$ cat config.mk
export PLATFORM = sky130hd
export DESIGN_NAME = adc_scan_seq
export DESIGN_NICKNAME = d
export VERILOG_FILES = /design/src/rtl/adc_seq_pkg.sv /design/src/rtl/adc_seq_store.sv /design/src/rtl/adc_seq_fsm.sv /design/src/rtl/adc_seq_regs.sv /design/src/rtl/adc_scan_seq.sv
export SDC_FILE = /design/constraint.sdc
export NUM_CORES = 1
export LEC_CHECK = 0
export BUFFER_PORTS_ARGS = -buffer_cell sky130_fd_sc_hd__buf_2
export CAP_MARGIN = 20
export CORE_UTILIZATION = 60
export CTS_CLUSTER_DIAMETER = 100
export CTS_CLUSTER_SIZE = 30
export DETAILED_ROUTE_END_ITERATION = 10
export PLACE_DENSITY_LB_ADDON = 0.2
export SYNTH_ARGS = -nofsm -noshare
export SYNTH_HDL_FRONTEND = slang
export SYNTH_SLANG_ARGS = --single-unit
$ cat constraint.sdc
create_clock -name clk -period 5.2 [get_ports clk]
set_clock_uncertainty 0.1 [all_clocks]
set_input_delay 0.78 -clock clk [delete_from_list [all_inputs] [get_ports clk]]
set_output_delay 0.78 -clock clk [all_outputs]
set_load 0.02 [all_outputs]
$ cat src/rtl/adc_seq_pkg.sv
package adc_seq_pkg;
  localparam int LOW_CH   = 8;
  localparam int EXTRA_CH = 10;
  localparam int NSLOT    = LOW_CH + 1;
  localparam int SLOT_W   = $clog2(NSLOT);
  localparam int CH_W     = 4;

  typedef enum logic [1:0] {
    MODE_SINGLE = 2'd0,
    MODE_RSVD   = 2'd1,
    MODE_ONCE   = 2'd2,
    MODE_LOOP   = 2'd3
  } scan_mode_e;

  function automatic logic [CH_W-1:0] slot_chan(input logic [SLOT_W-1:0] slot);
    if (int'(slot) < LOW_CH) return CH_W'(slot);
    return CH_W'(EXTRA_CH);
  endfunction
endpackage

$ cat src/rtl/adc_seq_store.sv
module adc_seq_store
  import adc_seq_pkg::*;
#(
  parameter int RES_W = 12
) (
  input  logic              clk,
  input  logic              rst,
  input  logic              we,
  input  logic [SLOT_W-1:0] widx,
  input  logic [RES_W-1:0]  wdata,
  input  logic              rd_en,
  input  logic              rd_hit,
  input  logic [SLOT_W-1:0] ridx,
  output logic [RES_W-1:0]  rdata,
  output logic [NSLOT-1:0]  fresh,
  output logic [NSLOT-1:0]  lost
);
  logic [RES_W-1:0] mem [NSLOT];

  // plain dual-port array, read-first, no reset: maps to block RAM
  always_ff @(posedge clk) begin
    if (we) mem[widx] <= wdata;
    if (rd_en && rd_hit) rdata <= mem[ridx];
  end

  for (genvar s = 0; s < NSLOT; s++) begin : g_flag
    logic set_s, clr_s;
    assign set_s = we && (widx == SLOT_W'(s));
    assign clr_s = rd_en && rd_hit && (ridx == SLOT_W'(s));

    always_ff @(posedge clk) begin
      if (rst) begin
        fresh[s] <= 1'b0;
        lost[s]  <= 1'b0;
      end else if (set_s) begin
        fresh[s] <= 1'b1;
        lost[s]  <= clr_s ? 1'b0 : (lost[s] | fresh[s]);
      end else if (clr_s) begin
        fresh[s] <= 1'b0;
        lost[s]  <= 1'b0;
      end
    end

    assert_ovr_implies_valid_R9: assert property (@(posedge clk) disable iff (rst)
      lost[s] |-> fresh[s]);
    assert_ovr_needs_prior_R10: assert property (@(posedge clk) disable iff (rst)
      $rose(lost[s]) |-> $past(fresh[s]));
  end
endmodule

$ cat src/rtl/adc_seq_fsm.sv
module adc_seq_fsm
  import adc_seq_pkg::*;
(
  input  logic              clk,
  input  logic              rst,
  input  logic              run,
  input  scan_mode_e        mode,
  input  logic [NSLOT-1:0]  mask,
  input  logic              conv_done,
  output logic              conv_start,
  output logic [CH_W-1:0]   conv_chan,
  output logic              busy,
  output logic              slot_we,
  output logic [SLOT_W-1:0] slot_idx,
  output logic              pass_done,
  output logic              hw_stop
);
  typedef enum logic [1:0] {S_IDLE, S_ISSUE, S_WAIT} seq_state_e;
  seq_state_e        state;
  logic [SLOT_W-1:0] cur;
  logic              first_ok, nxt_ok, done_hit, single, looping;
  logic [SLOT_W-1:0] first_idx, nxt_idx;

  always_comb begin
    first_ok  = 1'b0;
    first_idx = '0;
    nxt_ok    = 1'b0;
    nxt_idx   = '0;
    for (int i = NSLOT - 1; i >= 0; i--) begin
      if (mask[i]) begin
        first_ok  = 1'b1;
        first_idx = SLOT_W'(i);
      end
      if (mask[i] && (SLOT_W'(i) > cur)) begin
        nxt_ok  = 1'b1;
        nxt_idx = SLOT_W'(i);
      end
    end
  end

  assign single   = ~mode[1];
  assign looping  = (mode == MODE_LOOP);
  assign done_hit = (state == S_WAIT) && conv_done;

  always_ff @(posedge clk) begin
    if (rst) begin
      state <= S_IDLE;
      cur   <= '0;
    end else begin
      case (state)
        S_IDLE: if (run && first_ok) begin
          cur   <= first_idx;
          state <= S_ISSUE;
        end
        S_ISSUE: state <= S_WAIT;
        S_WAIT: if (conv_done) begin
          if (!run || single) state <= S_IDLE;
          else if (nxt_ok) begin
            cur   <= nxt_idx;
            state <= S_ISSUE;
          end else if (looping && first_ok) begin
            cur   <= first_idx;
            state <= S_ISSUE;
          end else state <= S_IDLE;
        end
        default: state <= S_IDLE;
      endcase
    end
  end

  assign conv_start = (state == S_ISSUE);
  assign conv_chan  = slot_chan(cur);
  assign busy       = (state != S_IDLE);
  assign slot_we    = done_hit;
  assign slot_idx   = cur;
  assign pass_done  = done_hit && run && (single || !nxt_ok);
  assign hw_stop    = done_hit && run && (single || (!nxt_ok && !(looping && first_ok)));

  assert_start_pulse_R5: assert property (@(posedge clk) disable iff (rst)
    conv_start |=> !conv_start);
  assert_chan_legal_R2: assert property (@(posedge clk) disable iff (rst)
    conv_start |-> ((conv_chan < CH_W'(LOW_CH)) || (conv_chan == CH_W'(EXTRA_CH))));
endmodule

$ cat src/rtl/adc_seq_regs.sv
module adc_seq_regs
  import adc_seq_pkg::*;
#(
  parameter int ADDR_W   = 5,
  parameter int RES_BASE = 16
) (
  input  logic              clk,
  input  logic              rst,
  input  logic              wr_en,
  input  logic [ADDR_W-1:0] wr_addr,
  input  logic [31:0]       wr_data,
  input  logic              rd_en,
  input  logic [ADDR_W-1:0] rd_addr,
  input  logic              hw_stop,
  input  logic              pass_done,
  input  logic              busy,
  input  logic [CH_W-1:0]   cur_chan,
  input  logic [NSLOT-1:0]  fresh,
  input  logic [NSLOT-1:0]  lost,
  output logic              run,
  output scan_mode_e        mode,
  output logic              irq_en,
  output logic [NSLOT-1:0]  mask,
  output logic              eoc,
  output logic [31:0]       reg_rdata,
  output logic              res_sel,
  output logic              rd_res_hit,
  output logic [SLOT_W-1:0] rd_res_idx
);
  localparam logic [ADDR_W-1:0] A_CTRL    = ADDR_W'(0);
  localparam logic [ADDR_W-1:0] A_MASK    = ADDR_W'(1);
  localparam logic [ADDR_W-1:0] A_STAT    = ADDR_W'(2);
  localparam logic [ADDR_W-1:0] A_RES     = ADDR_W'(RES_BASE);
  localparam logic [ADDR_W-1:0] A_RES_END = ADDR_W'(RES_BASE + NSLOT);
  localparam int FRESH_LSB = 8;
  localparam int LOST_LSB  = FRESH_LSB + NSLOT;

  logic              ctrl_wr, mask_wr, stat_wr;
  logic [ADDR_W-1:0] res_off;
  logic [31:0]       status;

  assign ctrl_wr = wr_en && (wr_addr == A_CTRL);
  assign mask_wr = wr_en && (wr_addr == A_MASK);
  assign stat_wr = wr_en && (wr_addr == A_STAT);

  always_ff @(posedge clk) begin
    if (rst) begin
      run    <= 1'b0;
      mode   <= MODE_SINGLE;
      irq_en <= 1'b0;
      mask   <= '0;
      eoc    <= 1'b0;
    end else begin
      if (ctrl_wr) begin
        run    <= wr_data[0];
        mode   <= scan_mode_e'(wr_data[2:1]);
        irq_en <= wr_data[3];
      end else if (hw_stop) begin
        run <= 1'b0;
      end
      if (mask_wr) mask <= wr_data[NSLOT-1:0];
      if (pass_done) eoc <= 1'b1;
      else if (stat_wr && wr_data[0]) eoc <= 1'b0;
    end
  end

  always_comb begin
    status = '0;
    status[0] = eoc;
    status[1] = busy;
    status[7:4] = cur_chan;
    status[FRESH_LSB +: NSLOT] = fresh;
    status[LOST_LSB +: NSLOT] = lost;
  end

  assign res_off    = rd_addr - A_RES;
  assign rd_res_idx = res_off[SLOT_W-1:0];
  assign rd_res_hit = (rd_addr >= A_RES) && (rd_addr < A_RES_END);

  always_ff @(posedge clk) begin
    if (rst) begin
      reg_rdata <= '0;
      res_sel   <= 1'b0;
    end else if (rd_en) begin
      res_sel <= rd_res_hit;
      case (rd_addr)
        A_CTRL:  reg_rdata <= {28'd0, irq_en, mode, run};
        A_MASK:  reg_rdata <= 32'(mask);
        A_STAT:  reg_rdata <= status;
        default: reg_rdata <= '0;
      endcase
    end
  end

  logic unused_bits;
  assign unused_bits = ^{wr_data[31:NSLOT], res_off};

  assert_hw_stop_R3: assert property (@(posedge clk) disable iff (rst)
    hw_stop |-> ((mode != MODE_LOOP) || (mask == '0)));
  assert_eoc_set_R7: assert property (@(posedge clk) disable iff (rst)
    pass_done |=> eoc);
endmodule

$ cat src/rtl/adc_scan_seq.sv
module adc_scan_seq
  import adc_seq_pkg::*;
#(
  parameter int ADDR_W   = 5,
  parameter int RES_W    = 12,
  parameter int RES_BASE = 16
) (
  input  logic              clk,
  input  logic              rst,
  input  logic              wr_en,
  input  logic [ADDR_W-1:0] wr_addr,
  input  logic [31:0]       wr_data,
  input  logic              rd_en,
  input  logic [ADDR_W-1:0] rd_addr,
  output logic [31:0]       rd_data,
  output logic              conv_start,
  output logic [3:0]        conv_chan,
  input  logic              conv_done,
  input  logic [RES_W-1:0]  conv_data,
  output logic              irq
);
  logic              run, irq_en, eoc, busy, slot_we, pass_done, hw_stop;
  logic              res_sel, rd_res_hit;
  scan_mode_e        mode;
  logic [NSLOT-1:0]  mask, fresh, lost;
  logic [SLOT_W-1:0] slot_idx, rd_res_idx;
  logic [31:0]       reg_rdata;
  logic [RES_W-1:0]  res_rdata;

  adc_seq_regs #(.ADDR_W(ADDR_W), .RES_BASE(RES_BASE)) u_regs (
    .clk, .rst, .wr_en, .wr_addr, .wr_data, .rd_en, .rd_addr,
    .hw_stop, .pass_done, .busy, .cur_chan(conv_chan), .fresh, .lost,
    .run, .mode, .irq_en, .mask, .eoc, .reg_rdata, .res_sel,
    .rd_res_hit, .rd_res_idx
  );

  adc_seq_fsm u_fsm (
    .clk, .rst, .run, .mode, .mask, .conv_done, .conv_start, .conv_chan,
    .busy, .slot_we, .slot_idx, .pass_done, .hw_stop
  );

  adc_seq_store #(.RES_W(RES_W)) u_store (
    .clk, .rst, .we(slot_we), .widx(slot_idx), .wdata(conv_data),
    .rd_en, .rd_hit(rd_res_hit), .ridx(rd_res_idx), .rdata(res_rdata),
    .fresh, .lost
  );

  assign rd_data = res_sel ? 32'(res_rdata) : reg_rdata;
  assign irq     = irq_en & eoc;
endmodule

==> impl_metrics.json <==
{
  "n_antenna_cell": 0,
  "clock_latency_ns": 0.44,
  "synth_seq_cells": 185,
  "p_seq_share_pct": 51.7,
  "start_util_pct": 62.7,
  "die_y_um": 115,
  "synth.area.top_cells": "edfxtp_1, dfxtp_1, mux4_2",
  "switchingPower_mw": 0.625,
  "critPathMaxStageDelay_ns": 1.04,
  "async_reset_ff_share_pct": 0,
  "clkTransAtPathRegs_ns": 0.06,
  "io_pins": 97,
  "yosys_warnings": 0,
  "max_cap_violations": 0,
  "clkSinkCount": 185,
  "numCtsBuffers": 17,
  "finalHoldViolCount": 0,
  "grt_max_degree": 67,
  "cp_max_fo": 27,
  "leakage_nw": 3.15,
  "slowest_stage": "dfxtp_1",
  "clockBufferDepth": 2,
  "antenna_found_initial": 0,
  "grt_pass1_vias": 4847,
  "p_comb_share_pct": 4.0,
  "yosysSeqAreaShare_pct": 64.1,
  "nFillCells": 834,
  "setup_ws_ns": 2.23,
  "ir_drop_mv": 0.394,
  "io_buffers": 67,
  "synth_top_area_share_pct": 47.1,
  "drive_gt1_share_pct": 24.2,
  "critPathKind": "register to primary output",
  "vias_per_cell": 6.00,
  "syn_inst": 583,
  "final_core_util_pct": 71.7,
  "min_path_type": "register to register",
  "pwr-share-clk_pct": 44.4,
  "rsz0062_at_grt": "false",
  "synth_cell_types": 52,
  "grt_first_pass_wirelength_mm": 26.2,
  "start_kind": "register",
  "drtIter0Drc": 408,
  "cts_resized": 0,
  "cp.required_ns": 4.32,
  "avgSynthCellArea_um2": 13.1,
  "htree_levels": 4,
  "routedWlPerCell_um": 20.5,
  "hold_buffers": 0,
  "dpl.hpwl_mm": 10.2,
  "critical_path.cell_chain": "mux2_2, buf_2",
  "p_int_mw": 2.42,
  "fin_setup_tns_ns": 0,
  "end_kind": "primary output",
  "syn_to_final_growth_pct": 14.4,
  "setup_viol": 0,
  "cts_tree": "done",
  "min_period_over_period_pct": 57.2,
  "num_rows": 40,
  "place.gp.congestion": 0.878,
  "die_area_um2": 13200,
  "firstDrtPassIters": 5,
  "clock-root-buffer": "clkbuf_16",
  "crit_family": "flip-flops",
  "fp.coreArea_um2": 12200,
  "final_nets": 700,
  "worstPathArrival_ns": 2.09,
  "drcViolationCount": 0,
  "ant_nets": 0,
  "ys.flop_type": "edfxtp_1",
  "postCtsSetupRepairBufs": 0,
  "pwr_density_cell_nw_per_um2": 347,
  "path_buf_inv": 1,
  "fin_crit_ns": 2.97,
  "tightest_slew_ns": 1.09,
  "dp_slack_ns": 1.74,
  "drv_slew": 0,
  "drt-total-wl_mm": 16.8,
  "vias": 4933,
  "relSlewSlack_pct": 27.2,
  "die_w_um": 115,
  "grt.total_usage_pct": 27.6,
  "outcome": "completed",
  "yosys.area.top_type": "edfxtp_1",
  "swShare_pct": 20.5,
  "fmax_mhz": 336,
  "syn-cell-area_um2": 7650,
  "grt-ovfl-total": 0,
  "synth-edff-count": 120
}
## cells by family (layout without fill, tap and decap cells)
kind of cell	after synthesis	count (layout)	synth area share, %
and+or+nand+nor	172	172	10.9
muxes	65	65	12.6
other	1	6	0.0490
AOI/OAI and AO/OA	103	103	9.04
buffers and inverters	57	123	3.32
DFF	185	185	64.1
## metal layers
| layer | track usage (%) | share of wire [%] | vias up | wire length (um) |
|---|---|---|---|---|
| li1 | - | - | 2275 | - |
| met1 | 35.7 | 43 | 2486 | 7170 |
| met2 | 46.8 | 51 | 148 | 8570 |
| met3 | 6.11 | 4.8 | 24 | 814 |
| met4 | 9.09 | 1.6 | 0 | 261 |
| met5 | 0 | 0 | - | 0 |
## registers in the layout, summed over array words and instances (netlist names)
| signal | flops |
|---|---|
| u_fsm.slot_idx | 4 |
| u_fsm.state | 2 |
| u_regs.eoc | 1 |
| u_regs.irq_en | 1 |
| u_regs.mask | 9 |
| u_regs.mode | 2 |
| u_regs.reg_rdata | 26 |
| u_regs.res_sel | 1 |
| u_regs.run | 1 |
| u_store.fresh | 9 |
| u_store.lost | 9 |
| u_store.mem | 108 |
| u_store.rdata | 12 |
## metrics by stage
stage                     hold WS [ns]  cells  area, um^2  power [mW]
after global placement           0.372    789        8130        1.72
final                            0.404    822        8760        3.04
after floorplan                  0.346    588        7670        1.68
after CTS                        0.401    821        8750        3.06
after global routing             0.431    822        8760        3.11
after detailed placement         0.387    789        8130        1.72
## power groups by stage
| stage | Clock (mW) | Combinational [mW] | Sequential, mW |
|---|---|---|---|
| 2_1_floorplan | 0 | 0.0841 | 1.60 |
| 3_3_place_gp | 0 | 0.116 | 1.60 |
| 3_5_place_dp | 0 | 0.120 | 1.60 |
| 4_1_cts | 1.36 | 0.121 | 1.57 |
| 5_1_grt | 1.41 | 0.131 | 1.57 |
| 6_report | 1.35 | 0.120 | 1.57 |
## worst reg2reg max path: cells and delay by family, from the launching register on
| family | cells | cell delay [ns] |
|---|---|---|
| compound gates | 1 | 0.16 |
| flops | 1 | 0.43 |
| simple gates | 5 | 1.93 |
## final cells by class
cell class	count	area, um^2	area share, %
Timing Repair Buffer	74	388	4.43
Tap cell	168	210	2.40
Inverter	17	63.8	0.728
Sequential cell	185	4900	56.0
Multi-Input combinational cell	346	2570	29.4
Clock buffer	18	429	4.90
Clock inverter	14	193	2.20
## worst paths after layout
path | startpoint | slack, ns | to | depth (start not counted)
worst min-delay path | u_store.fresh[7] | 0.40 | u_store.fresh[7] | 2
worst max register to register | u_fsm.state[1] | 2.49 | u_store.lost[3] | 6
worst min register to register | u_store.fresh[7] | 0.40 | u_store.fresh[7] | 2
worst max-delay path | u_regs.res_sel | 2.23 | rd_data[6] | 2
## cells in the mapped netlist, types with 2 or more instances
master,instances
a211oi_1,2
a21oi_1,32
a22oi_1,24
a31oi_1,2
and2_1,3
buf_1,2
buf_2,5
buf_4,7
clkbuf_1,25
dfxtp_1,65
edfxtp_1,120
inv_1,16
mux2_2,13
mux2i_1,28
mux4_2,24
nand2_1,41
nand2b_1,7
nand3_1,7
nor2_1,62
nor2b_1,17
nor3_1,10
nor3b_1,9
nor4_1,3
o21ai_0,20
o21bai_1,4
o22ai_1,2
o31ai_1,2
o32ai_1,2
or3_1,5
or4_4,2
## cells in the final DEF (no fill, tap or decap), drive strengths merged, types with 4 or more instances in the layout
master    count
a21oi        32
a22oi        24
buf          74
bufinv        4
clkbuf       18
clkinvlp      4
conb          6
dfxtp        65
edfxtp      120
inv          20
mux2         13
mux2i        28
mux4         24
nand2        41
nand2b        7
nand3         7
nor2         62
nor2b        17
nor3         11
nor3b         9
o21ai        21
o21bai        4
or3           5
No activity file was read; power rests on OpenSTA's default activity.
